==> src/rtl/sig_meter_pkg.sv <==
package sig_meter_pkg;
  timeunit 1ns;
  timeprecision 100ps;

  localparam logic [1:0] EDGE_NONE = 2'b00;
  localparam logic [1:0] EDGE_RISE = 2'b01;
  localparam logic [1:0] EDGE_FALL = 2'b10;
  localparam logic [1:0] EDGE_BOTH = 2'b11;

  typedef enum logic [1:0] {
    ST_IDLE  = 2'd0,
    ST_ARMED = 2'd1,
    ST_REARM = 2'd2,
    ST_RUN   = 2'd3
  } meterState_t;

  // control -> datapath strobes
  typedef struct packed {
    logic load;   // begin a new measurement
    logic run;    // advance the counter this cycle
    logic done;   // publish the result
    logic trig;   // measurement (re)started by trigger
  } meterStrb_t;

  function automatic logic edgeMatch(input logic [1:0] sel, input logic rise, input logic fall);
    return (sel[0] & rise) | (sel[1] & fall);
  endfunction
endpackage

==> src/rtl/sig_meter_edge.sv <==
module sig_meter_edge
  import sig_meter_pkg::*;
#(
  parameter int SYNC_STAGES = 2
) (
  input  logic       clk,
  input  logic       rstN,
  input  logic       sigIn,
  input  logic [1:0] startSel,
  input  logic [1:0] endSel,
  output logic       startHit,
  output logic       endHit
);
  timeunit 1ns;
  timeprecision 100ps;

  localparam int CHAIN = SYNC_STAGES + 1;

  logic [CHAIN-1:0] chainQ;
  logic riseNow;
  logic fallNow;

  always_ff @(posedge clk or negedge rstN) begin
    if (!rstN) chainQ <= '0;
    else       chainQ <= {chainQ[CHAIN-2:0], sigIn};
  end

  assign riseNow  =  chainQ[SYNC_STAGES-1] & ~chainQ[SYNC_STAGES];
  assign fallNow  = ~chainQ[SYNC_STAGES-1] &  chainQ[SYNC_STAGES];
  assign startHit = edgeMatch(startSel, riseNow, fallNow);
  assign endHit   = edgeMatch(endSel, riseNow, fallNow);
endmodule

==> src/rtl/sig_meter_ctl.sv <==
module sig_meter_ctl
  import sig_meter_pkg::*;
(
  input  logic       clk,
  input  logic       rstN,
  input  logic       enable,
  input  logic       modeFreq,
  input  logic       trigEn,
  input  logic       trigPulse,
  input  logic       startHit,
  input  logic       endHit,
  input  logic       winLast,
  output meterStrb_t strb
);
  timeunit 1ns;
  timeprecision 100ps;

  meterState_t stQ, stD;
  logic trigHit;

  assign trigHit = trigEn & trigPulse;

  always_comb begin
    stD  = stQ;
    strb = '0;
    if (!enable) begin
      stD = ST_IDLE;
    end else if (trigHit) begin
      strb.load = 1'b1;
      strb.trig = 1'b1;
      stD       = ST_RUN;
    end else begin
      case (stQ)
        ST_IDLE, ST_ARMED: begin
          if (!trigEn && startHit) begin
            strb.load = 1'b1;
            stD       = ST_RUN;
          end else begin
            stD = ST_ARMED;
          end
        end
        ST_REARM: begin
          if (startHit) begin
            strb.load = 1'b1;
            stD       = ST_RUN;
          end
        end
        ST_RUN: begin
          if (modeFreq) begin
            if (winLast) begin
              strb.done = 1'b1;
              strb.load = 1'b1;
            end else begin
              strb.run = 1'b1;
            end
          end else if (endHit) begin
            strb.done = 1'b1;
            if (startHit) strb.load = 1'b1;
            else          stD = ST_REARM;
          end else begin
            strb.run = 1'b1;
          end
        end
        default: stD = ST_IDLE;
      endcase
    end
  end

  always_ff @(posedge clk or negedge rstN) begin
    if (!rstN) stQ <= ST_IDLE;
    else       stQ <= stD;
  end

  p_done_in_run_r3: assert property (@(posedge clk) disable iff (!rstN)
    strb.done |-> (stQ == ST_RUN));

  p_trig_restart_r7: assert property (@(posedge clk) disable iff (!rstN)
    (enable && trigEn && trigPulse) |=> (stQ == ST_RUN));

  p_rearm_r8: assert property (@(posedge clk) disable iff (!rstN)
    (enable && !modeFreq && strb.done && !strb.load) |=> (stQ == ST_REARM));
endmodule

==> src/rtl/sig_meter_dp.sv <==
module sig_meter_dp
  import sig_meter_pkg::*;
#(
  parameter int CNT_W = 16,
  parameter int WIN_W = 16
) (
  input  logic             clk,
  input  logic             rstN,
  input  meterStrb_t       strb,
  input  logic             modeFreq,
  input  logic             cntHit,
  input  logic [WIN_W-1:0] winLen,
  input  logic             errClr,
  output logic             winLast,
  output logic             measValid,
  output logic [CNT_W-1:0] measValue,
  output logic             aggrRestart,
  output logic             errOverflow
);
  timeunit 1ns;
  timeprecision 100ps;

  localparam logic [CNT_W-1:0] CNT_MAX = '1;

  logic [CNT_W-1:0] cntQ;
  logic [WIN_W-1:0] tmrQ;
  logic             incBit;
  logic [CNT_W:0]   sum;
  logic [CNT_W-1:0] satVal;
  logic             accum;

  assign incBit  = modeFreq ? cntHit : 1'b1;
  assign sum     = {1'b0, cntQ} + {{CNT_W{1'b0}}, incBit};
  assign satVal  = sum[CNT_W] ? CNT_MAX : sum[CNT_W-1:0];
  assign accum   = strb.run | (strb.done & modeFreq);
  assign winLast = (tmrQ == winLen - WIN_W'(1));

  always_ff @(posedge clk or negedge rstN) begin
    if (!rstN) begin
      cntQ <= '0;
      tmrQ <= '0;
    end else if (strb.load) begin
      cntQ <= modeFreq ? '0 : CNT_W'(1);
      tmrQ <= '0;
    end else if (strb.run) begin
      cntQ <= satVal;
      tmrQ <= tmrQ + WIN_W'(1);
    end
  end

  always_ff @(posedge clk or negedge rstN) begin
    if (!rstN) begin
      measValid   <= 1'b0;
      measValue   <= '0;
      aggrRestart <= 1'b0;
      errOverflow <= 1'b0;
    end else begin
      measValid   <= strb.done;
      aggrRestart <= strb.trig;
      errOverflow <= (errOverflow & ~errClr) | (accum & sum[CNT_W]);
      if (strb.done) measValue <= modeFreq ? satVal : cntQ;
    end
  end

  p_sat_hold_r9: assert property (@(posedge clk) disable iff (!rstN)
    (strb.run && cntQ == CNT_MAX) |=> (cntQ == CNT_MAX && errOverflow));

  p_ovf_sticky_r10: assert property (@(posedge clk) disable iff (!rstN)
    (errOverflow && !errClr) |=> errOverflow);

  p_win_reset_r4: assert property (@(posedge clk) disable iff (!rstN)
    strb.load |=> (tmrQ == '0));
endmodule

==> src/rtl/sig_meter.sv <==
module sig_meter
  import sig_meter_pkg::*;
#(
  parameter int CNT_W = 16,
  parameter int WIN_W = 16
) (
  input  logic             clk,
  input  logic             rstN,
  input  logic             enable,
  input  logic             modeFreq,
  input  logic [1:0]       startSel,
  input  logic [1:0]       endSel,
  input  logic [WIN_W-1:0] winLen,
  input  logic             trigEn,
  input  logic             trigPulse,
  input  logic             errClr,
  input  logic             sigIn,
  output logic             measValid,
  output logic [CNT_W-1:0] measValue,
  output logic             aggrRestart,
  output logic             errOverflow
);
  timeunit 1ns;
  timeprecision 100ps;

  logic       startHit;
  logic       endHit;
  logic       winLast;
  meterStrb_t strb;

  sig_meter_edge #(.SYNC_STAGES(2)) u_edge (
    .clk      (clk),
    .rstN     (rstN),
    .sigIn    (sigIn),
    .startSel (startSel),
    .endSel   (endSel),
    .startHit (startHit),
    .endHit   (endHit)
  );

  sig_meter_ctl u_ctl (
    .clk       (clk),
    .rstN      (rstN),
    .enable    (enable),
    .modeFreq  (modeFreq),
    .trigEn    (trigEn),
    .trigPulse (trigPulse),
    .startHit  (startHit),
    .endHit    (endHit),
    .winLast   (winLast),
    .strb      (strb)
  );

  sig_meter_dp #(.CNT_W(CNT_W), .WIN_W(WIN_W)) u_dp (
    .clk         (clk),
    .rstN        (rstN),
    .strb        (strb),
    .modeFreq    (modeFreq),
    .cntHit      (startHit),
    .winLen      (winLen),
    .errClr      (errClr),
    .winLast     (winLast),
    .measValid   (measValid),
    .measValue   (measValue),
    .aggrRestart (aggrRestart),
    .errOverflow (errOverflow)
  );

  p_idle_quiet_r11: assert property (@(posedge clk) disable iff (!rstN)
    !enable |=> !measValid);
endmodule

==> config.mk <==
export PLATFORM = sky130hd
export DESIGN_NAME = sig_meter
export DESIGN_NICKNAME = d
export VERILOG_FILES = /design/src/rtl/sig_meter_pkg.sv /design/src/rtl/sig_meter_edge.sv /design/src/rtl/sig_meter_ctl.sv /design/src/rtl/sig_meter_dp.sv /design/src/rtl/sig_meter.sv
export SDC_FILE = /design/constraint.sdc
export NUM_CORES = 1
export LEC_CHECK = 0
export ABC_AREA = 1
export BUFFER_PORTS_ARGS = -buffer_cell sky130_fd_sc_hd__buf_4
export CAP_MARGIN = 20
export CELL_PAD_IN_SITES_DETAIL_PLACEMENT = 1
export CELL_PAD_IN_SITES_GLOBAL_PLACEMENT = 1
export CORE_ASPECT_RATIO = 0.7
export CORE_MARGIN = 2
export CORE_UTILIZATION = 42
export CTS_CLUSTER_DIAMETER = 40
export DETAILED_ROUTE_END_ITERATION = 7
export GPL_TIMING_DRIVEN = 0
export MAX_ROUTING_LAYER = met4
export PLACE_DENSITY = 0.87
export SLEW_MARGIN = 30
export SYNTH_ARGS = -nofsm -noshare
export SYNTH_HDL_FRONTEND = slang
export SYNTH_HIERARCHICAL = 1
export SYNTH_SLANG_ARGS = --single-unit
==> constraint.sdc <==
create_clock -name clk -period 3.1 [get_ports clk]
set_clock_uncertainty 0.1 [all_clocks]
set_input_delay 0.465 -clock clk [delete_from_list [all_inputs] [get_ports clk]]
set_output_delay 0.465 -clock clk [all_outputs]
set_load 0.02 [all_outputs]
==> flow_metrics.py, run 1 <==
metrics = {
    "worst_hold_path": {
        "hold_class": "in -> async",
    },
    "floorplanning": {
        "dieArea_um2": 9510,
        "die_w_um": 116,
        "start_util": 0.433,
        "io_pins": 47,
        "core-area_um2": 8480,
        "die_y_um": 82.2,
        "num_rows": 28,
    },
    "timing": {
        "max-slew-margin-rel": 0.508,
        "drv_slew": 0,
        "rsz0062_at_grt": "yes",
        "timing.final.crit_period_ps": 3080,
        "fin_ws_ps": 16.6,
        "hold_violations": 0,
        "worst_pin_slew_ps": 739,
        "tns_ps": 0,
        "holdWs_ps": 107,
        "max_freq_mhz": 324,
        "finalSetupViolations": 0,
        "finalCritPeriodShare": 0.995,
    },
    "routing": {
        "drt_wl_total_mm": 12.1,
        "dr.pass1.iters": 5,
        "antenna_left": 0,
        "drt_iter0_drc": 283,
        "routed_via_density": 5.42,
        "wl_per_cell_um": 17.2,
        "vias": 3827,
        "drc": 0,
    },
    "grt": {
        "antenna_found_initial": 0,
        "globalRouteMet3Util": 0.0394,
        "grt_use_met2": 0.418,
        "grt_max_degree": 57,
        "globalRoute.busiestLayer": "met2",
        "grt_pass1_vias": 3787,
        "grt_pass1_wl_mm": 19.1,
        "overflow": 0,
        "grt.total_usage": 0.268,
        "grt_use_met1": 0.370,
    },
    "cells_and_area": {
        "nets": 617,
        "stdcell_count": 706,
        "drive_gt1_frac": 0.224,
        "filler_cell_count": 1079,
        "antenna_cells": 0,
        "fin_area_um2": 4630,
        "area_delta_synth_final_pct": 26.4,
    },
    "clock_tree": {
        "cts_tree": "yes",
        "cts_made_buffers": 5,
        "htreeDepth": 2,
        "cts_hold_buf": 0,
        "cts.path.max_buffers": 2,
        "path_clk_slew_ps": 70,
        "clk_latency_ps": 300,
        "cts.sinks": 56,
        "root_buffer": "clkbuf_16",
    },
    "pwr": {
        "ir_drop_uv": 250,
        "power_density_nw_per_um2": 385,
        "power_leakage_nw": 2.33,
    },
    "synthesis": {
        "synthTopCellsByCount": "nand2_1 (138), inv_1 (69), dfrtp_1 (56), nor2_1 (44), o21ai_0 (42)",
        "ys_types": 40,
        "synth_edf_count": 0,
        "synthAdderAreaFrac": 0.0136,
        "syn_nets": 551,
        "ys_top_cells_by_area": "dfrtp_1 (38%), nand2_1 (14%), inv_1 (7.1%), o21ai_0 (5.7%), nand3_1 (5.0%)",
        "synth_flop_cell": "dfrtp_1",
        "synth-async-reset-ratio": 1.00,
        "synth_top_family_by_area": "simple AND/OR/NAND/NOR gates",
        "syn-cell-area_um2": 3670,
        "synth_top_area_cell": "dfrtp_1",
        "synth_top_area_frac": 0.382,
        "syn_area_per_cell_um2": 7.07,
        "synthSimpleGateAreaFrac": 0.357,
        "synth_xor_area_frac": 0.0502,
        "yosysSeqAreaShare": 0.382,
        "synthCells": 519,
        "synth_seq_cells": 56,
        "synth_compound_area_frac": 0.109,
        "synth_warnings": 6,
        "synth_most_common_cell": "nand2_1",
        "yosys-mux-area-fraction": 0,
    },
    "worst_setup_path": {
        "worstSetupPathType": "in -> reg",
        "start_kind": "primary input",
        "required_ps": 3180,
        "r2r-end": "u_dp/tmrQ[10]",
        "endpoint_kind": "flip-flop",
        "arrival_ps": 3160,
        "r2r_cells": 17,
        "cp_max_fo": 6,
        "rr_startpoint": "u_dp/tmrQ[11]",
        "r2r_setup_slack_ps": 80,
    },
    "placement": {
        "routabilityCongestion": 0.975,
        "dp_hpwl_mm": 8.51,
        "placed_cells": 685,
        "pre_cts_ws_ps": -904,
        "dpl_cell_area_um2": 4170,
        "portBuffers": 46,
    },
    "job": {
        "cap_violations": 0,
    },
    "run_status": {
        "status": "finished clean",
    },
}
flip-flops by register name (all words and copies together), names as in the netlist:
register,flops
u_ctl/stQ,2
u_dp/aggrRestart,1
u_dp/cntQ,16
u_dp/errOverflow,1
u_dp/measValid,1
u_dp/measValue,16
u_dp/tmrQ,16
u_edge/chainQ,3
power breakdown:
part	switching, mW	leakage [nW]	internal [mW]
sequential	0.0361	0.763	0.766
combinational	0.200	1.49	0.128
clock	0.273	0.0808	0.381
total	0.509	2.33	1.28
layout by cell type, fill, tap and decap left out, drive strengths merged:
master	netlist	final
nand4	15	15
clkbuf	5	12
clkinv	2	4
xor2	16	16
dfrtp	56	56
a22oi	1	1
xnor2	5	5
bufinv	0	1
nor2	51	51
a21oi	16	16
a31oi	1	1
nand3b	3	3
nand2	144	144
a21o	1	1
and2	2	2
nor4	1	1
nand3	39	39
o221ai	2	2
o21ai	52	52
a22o	1	1
o22ai	1	1
ha	4	4
or2	1	1
buf	6	64
inv	70	69
nor3b	1	1
nor3	23	23
what timing repair did:
action | in CTS | in global routing
setup buffers | 6 | 7
setup endpoints to repair | 35 | 38
cloned | 0 | 0
resized for setup | 17 | 41
pin swaps | 6 | 18
worst max-delay path, stage by stage:
cell and delay (ps):
buf_6 100, inv_2 50, ha_4 140, nand2_4 60, nor2_4 230, buf_6 130
a21o_1 100, nand2_1 50, nor2_1 110, nand3_1 90, nor2_2 150, nand2_2 100
nand2_4 100, nand3_4 90, a21oi_4 190, nor2_4 100, nor3_4 270, nand3_2 170
buf_4 180, o21ai_0 200, a21oi_1 80
cell type report:
cell class | count | area (um^2) | share of cell area
Sequential cell | 56 | 1400 | 0.303
Timing Repair Buffer | 59 | 458 | 0.0988
Clock inverter | 2 | 35.0 | 0.00756
Clock buffer | 6 | 129 | 0.0278
Buffer | 11 | 56.3 | 0.0121
Multi-Input combinational cell | 380 | 2120 | 0.458
Tap cell | 120 | 150 | 0.0324
Inverter | 72 | 279 | 0.0602
routing by layer:
metal / part of all wire / up-vias / wire length [um]
met2: 0.47 / 107 / 5700
li1: - / 1810 / -
met3: 0.049 / 12 / 594
met4: 0.0084 / 0 / 102
met1: 0.47 / 1898 / 5720
met5: 0 / - / 0
worst max-delay path by stage:
stage                     startpoint       endpoint  slack, ps
after floorplan            winLen[0]  u_dp/tmrQ[11]         10
after global placement     winLen[0]   u_dp/cntQ[2]       -980
after detailed placement   winLen[0]  u_dp/tmrQ[14]       -900
after CTS                  winLen[0]  u_dp/tmrQ[11]         10
after global routing       winLen[2]  u_dp/tmrQ[12]       -190
final                      winLen[1]  u_dp/tmrQ[10]         20
kinds of logic after synthesis:
kind of cell / Yosys count
AND/OR/NAND/NOR: 280
buffers and inverters: 83
AO/OA/AOI/OAI: 75
flip-flops: 56
XOR/XNOR: 21
adder cells (fa/ha/maj): 4
through the flow:
step	util	total power, mW
detailed placement	0.492	1.10
floorplan	-	0.968
global placement	0.491	1.09
CTS	0.525	1.78
finish	0.547	1.78
global route	0.547	1.87
No activity file was read; power rests on OpenSTA's default activity.
==> run 2, diff against run 1 <==
- CORE_UTILIZATION: 42 -> 43
- CTS_BUF_LIST: not set -> sky130_fd_sc_hd__clkbuf_4
- PLACE_DENSITY: 0.87 -> 0.89
==> run 2 against run 1 <==
  * The run now ends with negative hold slack left
  * Wire length down 0.95%
  * Setup slack better by 17 ps
  * First-iteration DRC count down 31%
  * Cell count down 2.3%
  * Hold slack worse by 120 ps
  * Clock power down 48%
  * Global-route usage down 0.62 points
  * Critical path type unchanged
==> flow_metrics.py, run 2 (synthesized netlist as in run 1, its figures left out) <==
metrics = {
    "run_status": {
        "status": "finished, violations left",
        "violations": "negative hold slack",
    },
    "routing": {
        "drt_wl_total_mm": 12.0,
        "antenna_left": 0,
        "drc": 0,
        "dr.pass1.iters": 4,
        "vias": 3843,
        "drt_iter0_drc": 194,
        "routed_via_density": 5.57,
        "wl_per_cell_um": 17.4,
    },
    "pwr": {
        "intPower_mw": 0.974,
        "ir_drop_uv": 241,
        "netSwitchingFraction": 0.331,
        "power_mw": 1.46,
        "comb_power_share": 0.216,
        "seq_power_share": 0.550,
        "power_density_nw_per_um2": 329,
        "switching_power_mw": 0.482,
        "power_leakage_nw": 2.26,
        "pwr-share-clk": 0.235,
    },
    "worst_setup_path": {
        "arrival_ps": 3310,
        "cp_max_fo": 8,
        "critical_path_buf_inv_count": 3,
        "endpoint_kind": "flip-flop",
        "cp_top_family": "simple AND/OR/NAND/NOR gates",
        "worstSetupPathType": "in -> reg",
        "worstPathCellList": "buf_4 > nor2_1 > nand2_1 > nor2_4 > buf_6 > xor2_1 > nand2_1 > nor2_1 > nand3_1 > nor2_1 > nand2_1 > nand2_1 > nand3_2 > a21oi_4 > nor2_4 > nor2_4 > nand2_2 > nor2_4 > nand2_4 > nor2_4 > nand2_2 > clkinv_1 > nand2_1 > a21oi_2",
        "worst_path_largest_cell_delay_ps": 200,
        "required_ps": 3340,
        "start_kind": "primary input",
        "cp_slowest_cell": "nor2_4",
    },
    "placement": {
        "placed_cells": 670,
        "dp_hpwl_mm": 8.71,
        "routabilityCongestion": 0.980,
        "portBuffers": 46,
    },
    "cells_and_area": {
        "area_delta_synth_final_pct": 20.7,
        "stdcell_count": 690,
        "drive_gt1_frac": 0.200,
        "nets": 616,
        "antenna_cells": 0,
        "filler_cell_count": 1107,
        "layout_common_cells": "nand2_1 (133), inv_1 (66), buf_4 (58)",
        "layout_commonest_cell": "nand2_1",
        "largestRegisters": "u_dp/cntQ: 16 flops, u_dp/measValue: 16 flops, u_dp/tmrQ: 16 flops",
    },
    "grt": {
        "grt.total_usage": 0.261,
        "overflow": 0,
        "grt_pass1_vias": 3761,
        "grt_pass1_wl_mm": 18.5,
        "antenna_found_initial": 0,
        "grt_max_degree": 57,
    },
    "floorplanning": {
        "die_y_um": 81.3,
        "core-area_um2": 8370,
        "io_pins": 47,
        "start_util": 0.438,
        "num_rows": 28,
        "dieArea_um2": 9300,
        "die_w_um": 114,
    },
    "timing": {
        "max-slew-margin-rel": 0.504,
        "max_freq_mhz": 326,
        "hold_violations": 7,
        "finalCritPeriodShare": 0.989,
        "holdWs_ps": -14.4,
        "rsz0062_at_grt": "yes",
        "drv_slew": 0,
        "timing.final.crit_period_ps": 3070,
        "worst_pin_slew_ps": 744,
        "finalSetupViolations": 0,
    },
    "job": {
        "cap_violations": 0,
    },
    "clock_tree": {
        "cts.path.max_buffers": 2,
        "cts_hold_buf": 0,
        "cts_made_buffers": 5,
        "path_clk_slew_ps": 180,
        "cts_tree": "yes",
        "root_buffer": "clkbuf_4",
        "clk_latency_ps": 400,
        "htreeDepth": 2,
        "cts.sinks": 56,
    },
    "worst_hold_path": {
        "hold_class": "in -> async",
    },
}
run 2: path summary, 6_finish.rpt:
check	startpoint	to	slack (ps)	cells past startpoint
max	winLen[4]	u_dp/tmrQ[11]	30	24
max in group asynchronous	rstN	u_dp/tmrQ[13]	2370	1
min	rstN	u_dp/measValue[12]	-10	1
max reg2reg	u_dp/tmrQ[13]	u_dp/tmrQ[11]	120	21
min in group clk	sigIn	u_edge/chainQ[0]	60	1
min reg2reg	u_edge/chainQ[0]	u_edge/chainQ[1]	280	0
run 2: final cells by class:
class	instances	area, um^2	area share
repair buffers	59	447	0.101
clock inverters	3	18.8	0.00424
clock buffers	5	37.5	0.00848
inverters	72	274	0.0619
flip-flops and latches	56	1400	0.317
well taps	105	131	0.0297
multi-input cells	380	2060	0.466
plain buffers	10	52.6	0.0119
run 2: timing repair:
item | in CTS | in global routing
pin swaps | 2 | 14
setup buffers | 2 | 11
resized for setup | 6 | 27
gates cloned | 0 | 0
endpoints found under the setup margin | 27 | 41
run 2: worst register-to-register path, stage by stage, from the launching register on:
cell,delay (ps)
dfrtp_2,500
xnor2_2,210
inv_1,90
nand2_1,90
nand3_2,100
nor2_2,110
nand3_1,90
nor2_1,130
nand2_1,120
nand2_1,110
nand3_2,100
a21oi_4,190
nor2_4,100
nor2_4,140
nand2_2,70
nor2_4,160
nand2_4,90
nor2_4,130
nand2_2,70
clkinv_1,80
nand2_1,60
a21oi_2,120
run 2: power by group through the flow:
stage	logic (mW)	clock network, mW	registers [mW]
finish	0.314	0.342	0.800
global route	0.346	0.374	0.807
CTS	0.295	0.341	0.801
detailed placement	0.289	0	0.815
global placement	0.272	0	0.812
floorplan	0.138	0	0.830
run 2: per-layer routing:
metal  share of wire  up-vias  track usage  wire length, um
li1                -     1804            -                -
met4          0.0096        0       0.0463              115
met3           0.057       12       0.0493              679
met1            0.47     1915        0.359             5600
met2            0.47      112        0.409             5600
met5               0        -            -                0
run 2: stage by stage:
step	TNS, ps	utilization	setup WS, ps	hold WS (ps)	instance area (um^2)
2_1_floorplan	0	-	12.1	69.4	3670
3_3_place_gp	-27370	0.495	-995	237	4150
3_5_place_dp	-23570	0.496	-844	246	4150
4_1_cts	0	0.508	19.6	23.8	4250
5_1_grt	-641	0.529	-158	14.8	4430
6_report	0	0.529	34.0	-14.4	4430
==> run 3, diff against run 2 <==
- PLACE_DENSITY: 0.89 -> 0.83
==> run 3 against run 2 <==
  * The flow now finishes without violations
  * Hold slack better by 37 ps
  * Clock power rose by 20%
  * Sequential cell count is the same
  * Combinational power is 2% higher
  * Die area stayed put
  * Largest power group unchanged
==> flow_metrics.py, run 3 (synthesized netlist as in run 1, its figures left out) <==
metrics = {
    "placement": {
        "dp_hpwl_mm": 8.73,
        "portBuffers": 46,
        "pre_cts_ws_ps": -981,
        "routabilityCongestion": 0.877,
        "dpl_cell_area_um2": 4150,
    },
    "pwr": {
        "power_mw": 1.53,
        "power_density_nw_per_um2": 338,
        "power_leakage_nw": 2.29,
        "ir_drop_uv": 214,
    },
    "routing": {
        "vias": 3736,
        "drt_wl_total_mm": 11.8,
        "antenna_left": 0,
        "drt_iter0_drc": 227,
        "drc": 0,
        "wl_per_cell_um": 17.0,
        "dr.pass1.iters": 5,
        "routed_via_density": 5.40,
    },
    "cells_and_area": {
        "layout_commonest_cell": "nand2_1",
        "nets": 618,
        "layout_common_cells": "nand2_1 (130), inv_1 (66), buf_4 (57)",
        "drive_gt1_frac": 0.230,
        "largestRegisters": "u_dp/cntQ: 16 flops, u_dp/measValue: 16 flops, u_dp/tmrQ: 16 flops",
        "antenna_cells": 0,
        "fin_area_um2": 4530,
        "area_delta_synth_final_pct": 23.6,
    },
    "floorplanning": {
        "io_pins": 47,
        "num_rows": 28,
        "start_util": 0.438,
        "dieArea_um2": 9300,
        "die_w_um": 114,
        "core-area_um2": 8370,
        "die_y_um": 81.3,
    },
    "timing": {
        "hold_violations": 0,
        "max-slew-margin-rel": 0.494,
        "max_freq_mhz": 332,
        "finalSetupViolations": 0,
        "timing.final.crit_period_ps": 3010,
        "worst_pin_slew_ps": 760,
        "fin_ws_ps": 88.6,
        "drv_slew": 0,
        "finalCritPeriodShare": 0.971,
    },
    "clock_tree": {
        "cts_hold_buf": 0,
        "cts.path.max_buffers": 2,
        "clk_latency_ps": 390,
        "cts.sinks": 56,
        "cts_made_buffers": 5,
        "htreeDepth": 2,
        "root_buffer": "clkbuf_4",
        "cts_tree": "yes",
        "path_clk_slew_ps": 180,
    },
    "grt": {
        "grt.total_usage": 0.262,
        "grt_pass1_wl_mm": 18.4,
        "antenna_found_initial": 0,
        "grt_pass1_vias": 3669,
        "overflow": 0,
        "grt_max_degree": 57,
    },
    "job": {
        "cap_violations": 0,
    },
    "worst_setup_path": {
        "required_ps": 3310,
        "endpoint_kind": "flip-flop",
        "start_kind": "primary input",
        "r2r_cells": 17,
        "cp_max_fo": 6,
        "worstSetupPathType": "in -> reg",
        "arrival_ps": 3220,
    },
    "worst_hold_path": {
        "hold_class": "in -> async",
    },
    "run_status": {
        "status": "finished clean",
    },
}
run 3: cell count changes in the layout (fill, tap and decap cells not counted), moves of 2 or more:
cell and change:
dfrtp_1 -3, nor2_2 +8, nor2_1 -8, nand2_4 +2, clkinvlp_4 -2, nand2_1 -3, dfrtp_2 +3, inv_4 +2
buf_6 +2
run 3: worst max-delay path, stage by stage:
cell     delay (ps)
buf_6           100
inv_4            60
ha_4            150
nand2_4          60
nor2_4          220
xor2_1          220
nand2_1          90
nor2_1          110
nand3_1          80
nor2_2          180
nand2_2         120
nand2_4         110
nand3_4          80
a21oi_4         190
nor2_4          100
nor3_4          290
nand3_4         140
nor3_4          240
nand2_1          80
nand2_1          80
a21oi_2          40
run 3: repair_timing:
item	in CTS	in global routing
setup buffers	6	8
pin swaps	6	27
setup endpoints to repair	34	38
gates resized for setup	10	48
run 3: routing by layer:
layer  vias to the layer above  GRT usage  routed length (um)
li1                       1805          -                   -
met1                      1844      0.383                5990
met2                        83      0.388                5220
met3                         4     0.0388                 499
met4                         0     0.0537                  54
met5                         -          -                   0
run 3: through the flow:
stage	utilization	hold slack, ps	setup TNS, ps	std cells
floorplan	-	69.4	0	519
global placement	0.495	236	-28780	670
detailed placement	0.496	247	-28850	670
CTS	0.515	28.7	0	684
global route	0.541	36.7	-108	692
finish	0.541	22.5	0	692
run 3: final timing paths:
kind | endpoint | slack, ps | from
hold reg to reg | u_edge/chainQ[1] | 280 | u_edge/chainQ[0]
max in group asynchronous | u_dp/tmrQ[4] | 2340 | rstN
hold / removal | u_dp/measValue[14] | 20 | rstN
setup / recovery | u_dp/tmrQ[14] | 90 | winLen[0]
setup reg to reg | u_dp/tmrQ[14] | 100 | u_dp/tmrQ[8]
min in group clk | u_edge/chainQ[0] | 70 | sigIn
run 3: cell type report:
class | count | area [um^2]
clock inverter | 3 | 37.5
inverter | 72 | 279
timing repair buffer | 60 | 462
multi-input combinational | 380 | 2130
fill | 1098 | 3840
clock buffer | 5 | 37.5
sequential | 56 | 1410
buffer | 11 | 53.8
tap | 105 | 131
run 3: power breakdown:
part / leakage (nW) / total, mW / internal [mW] / switching (mW)
Sequential: 0.759 / 0.804 / 0.768 / 0.0356
Combinational: 1.49 / 0.320 / 0.124 / 0.196
Clock: 0.0403 / 0.409 / 0.165 / 0.243
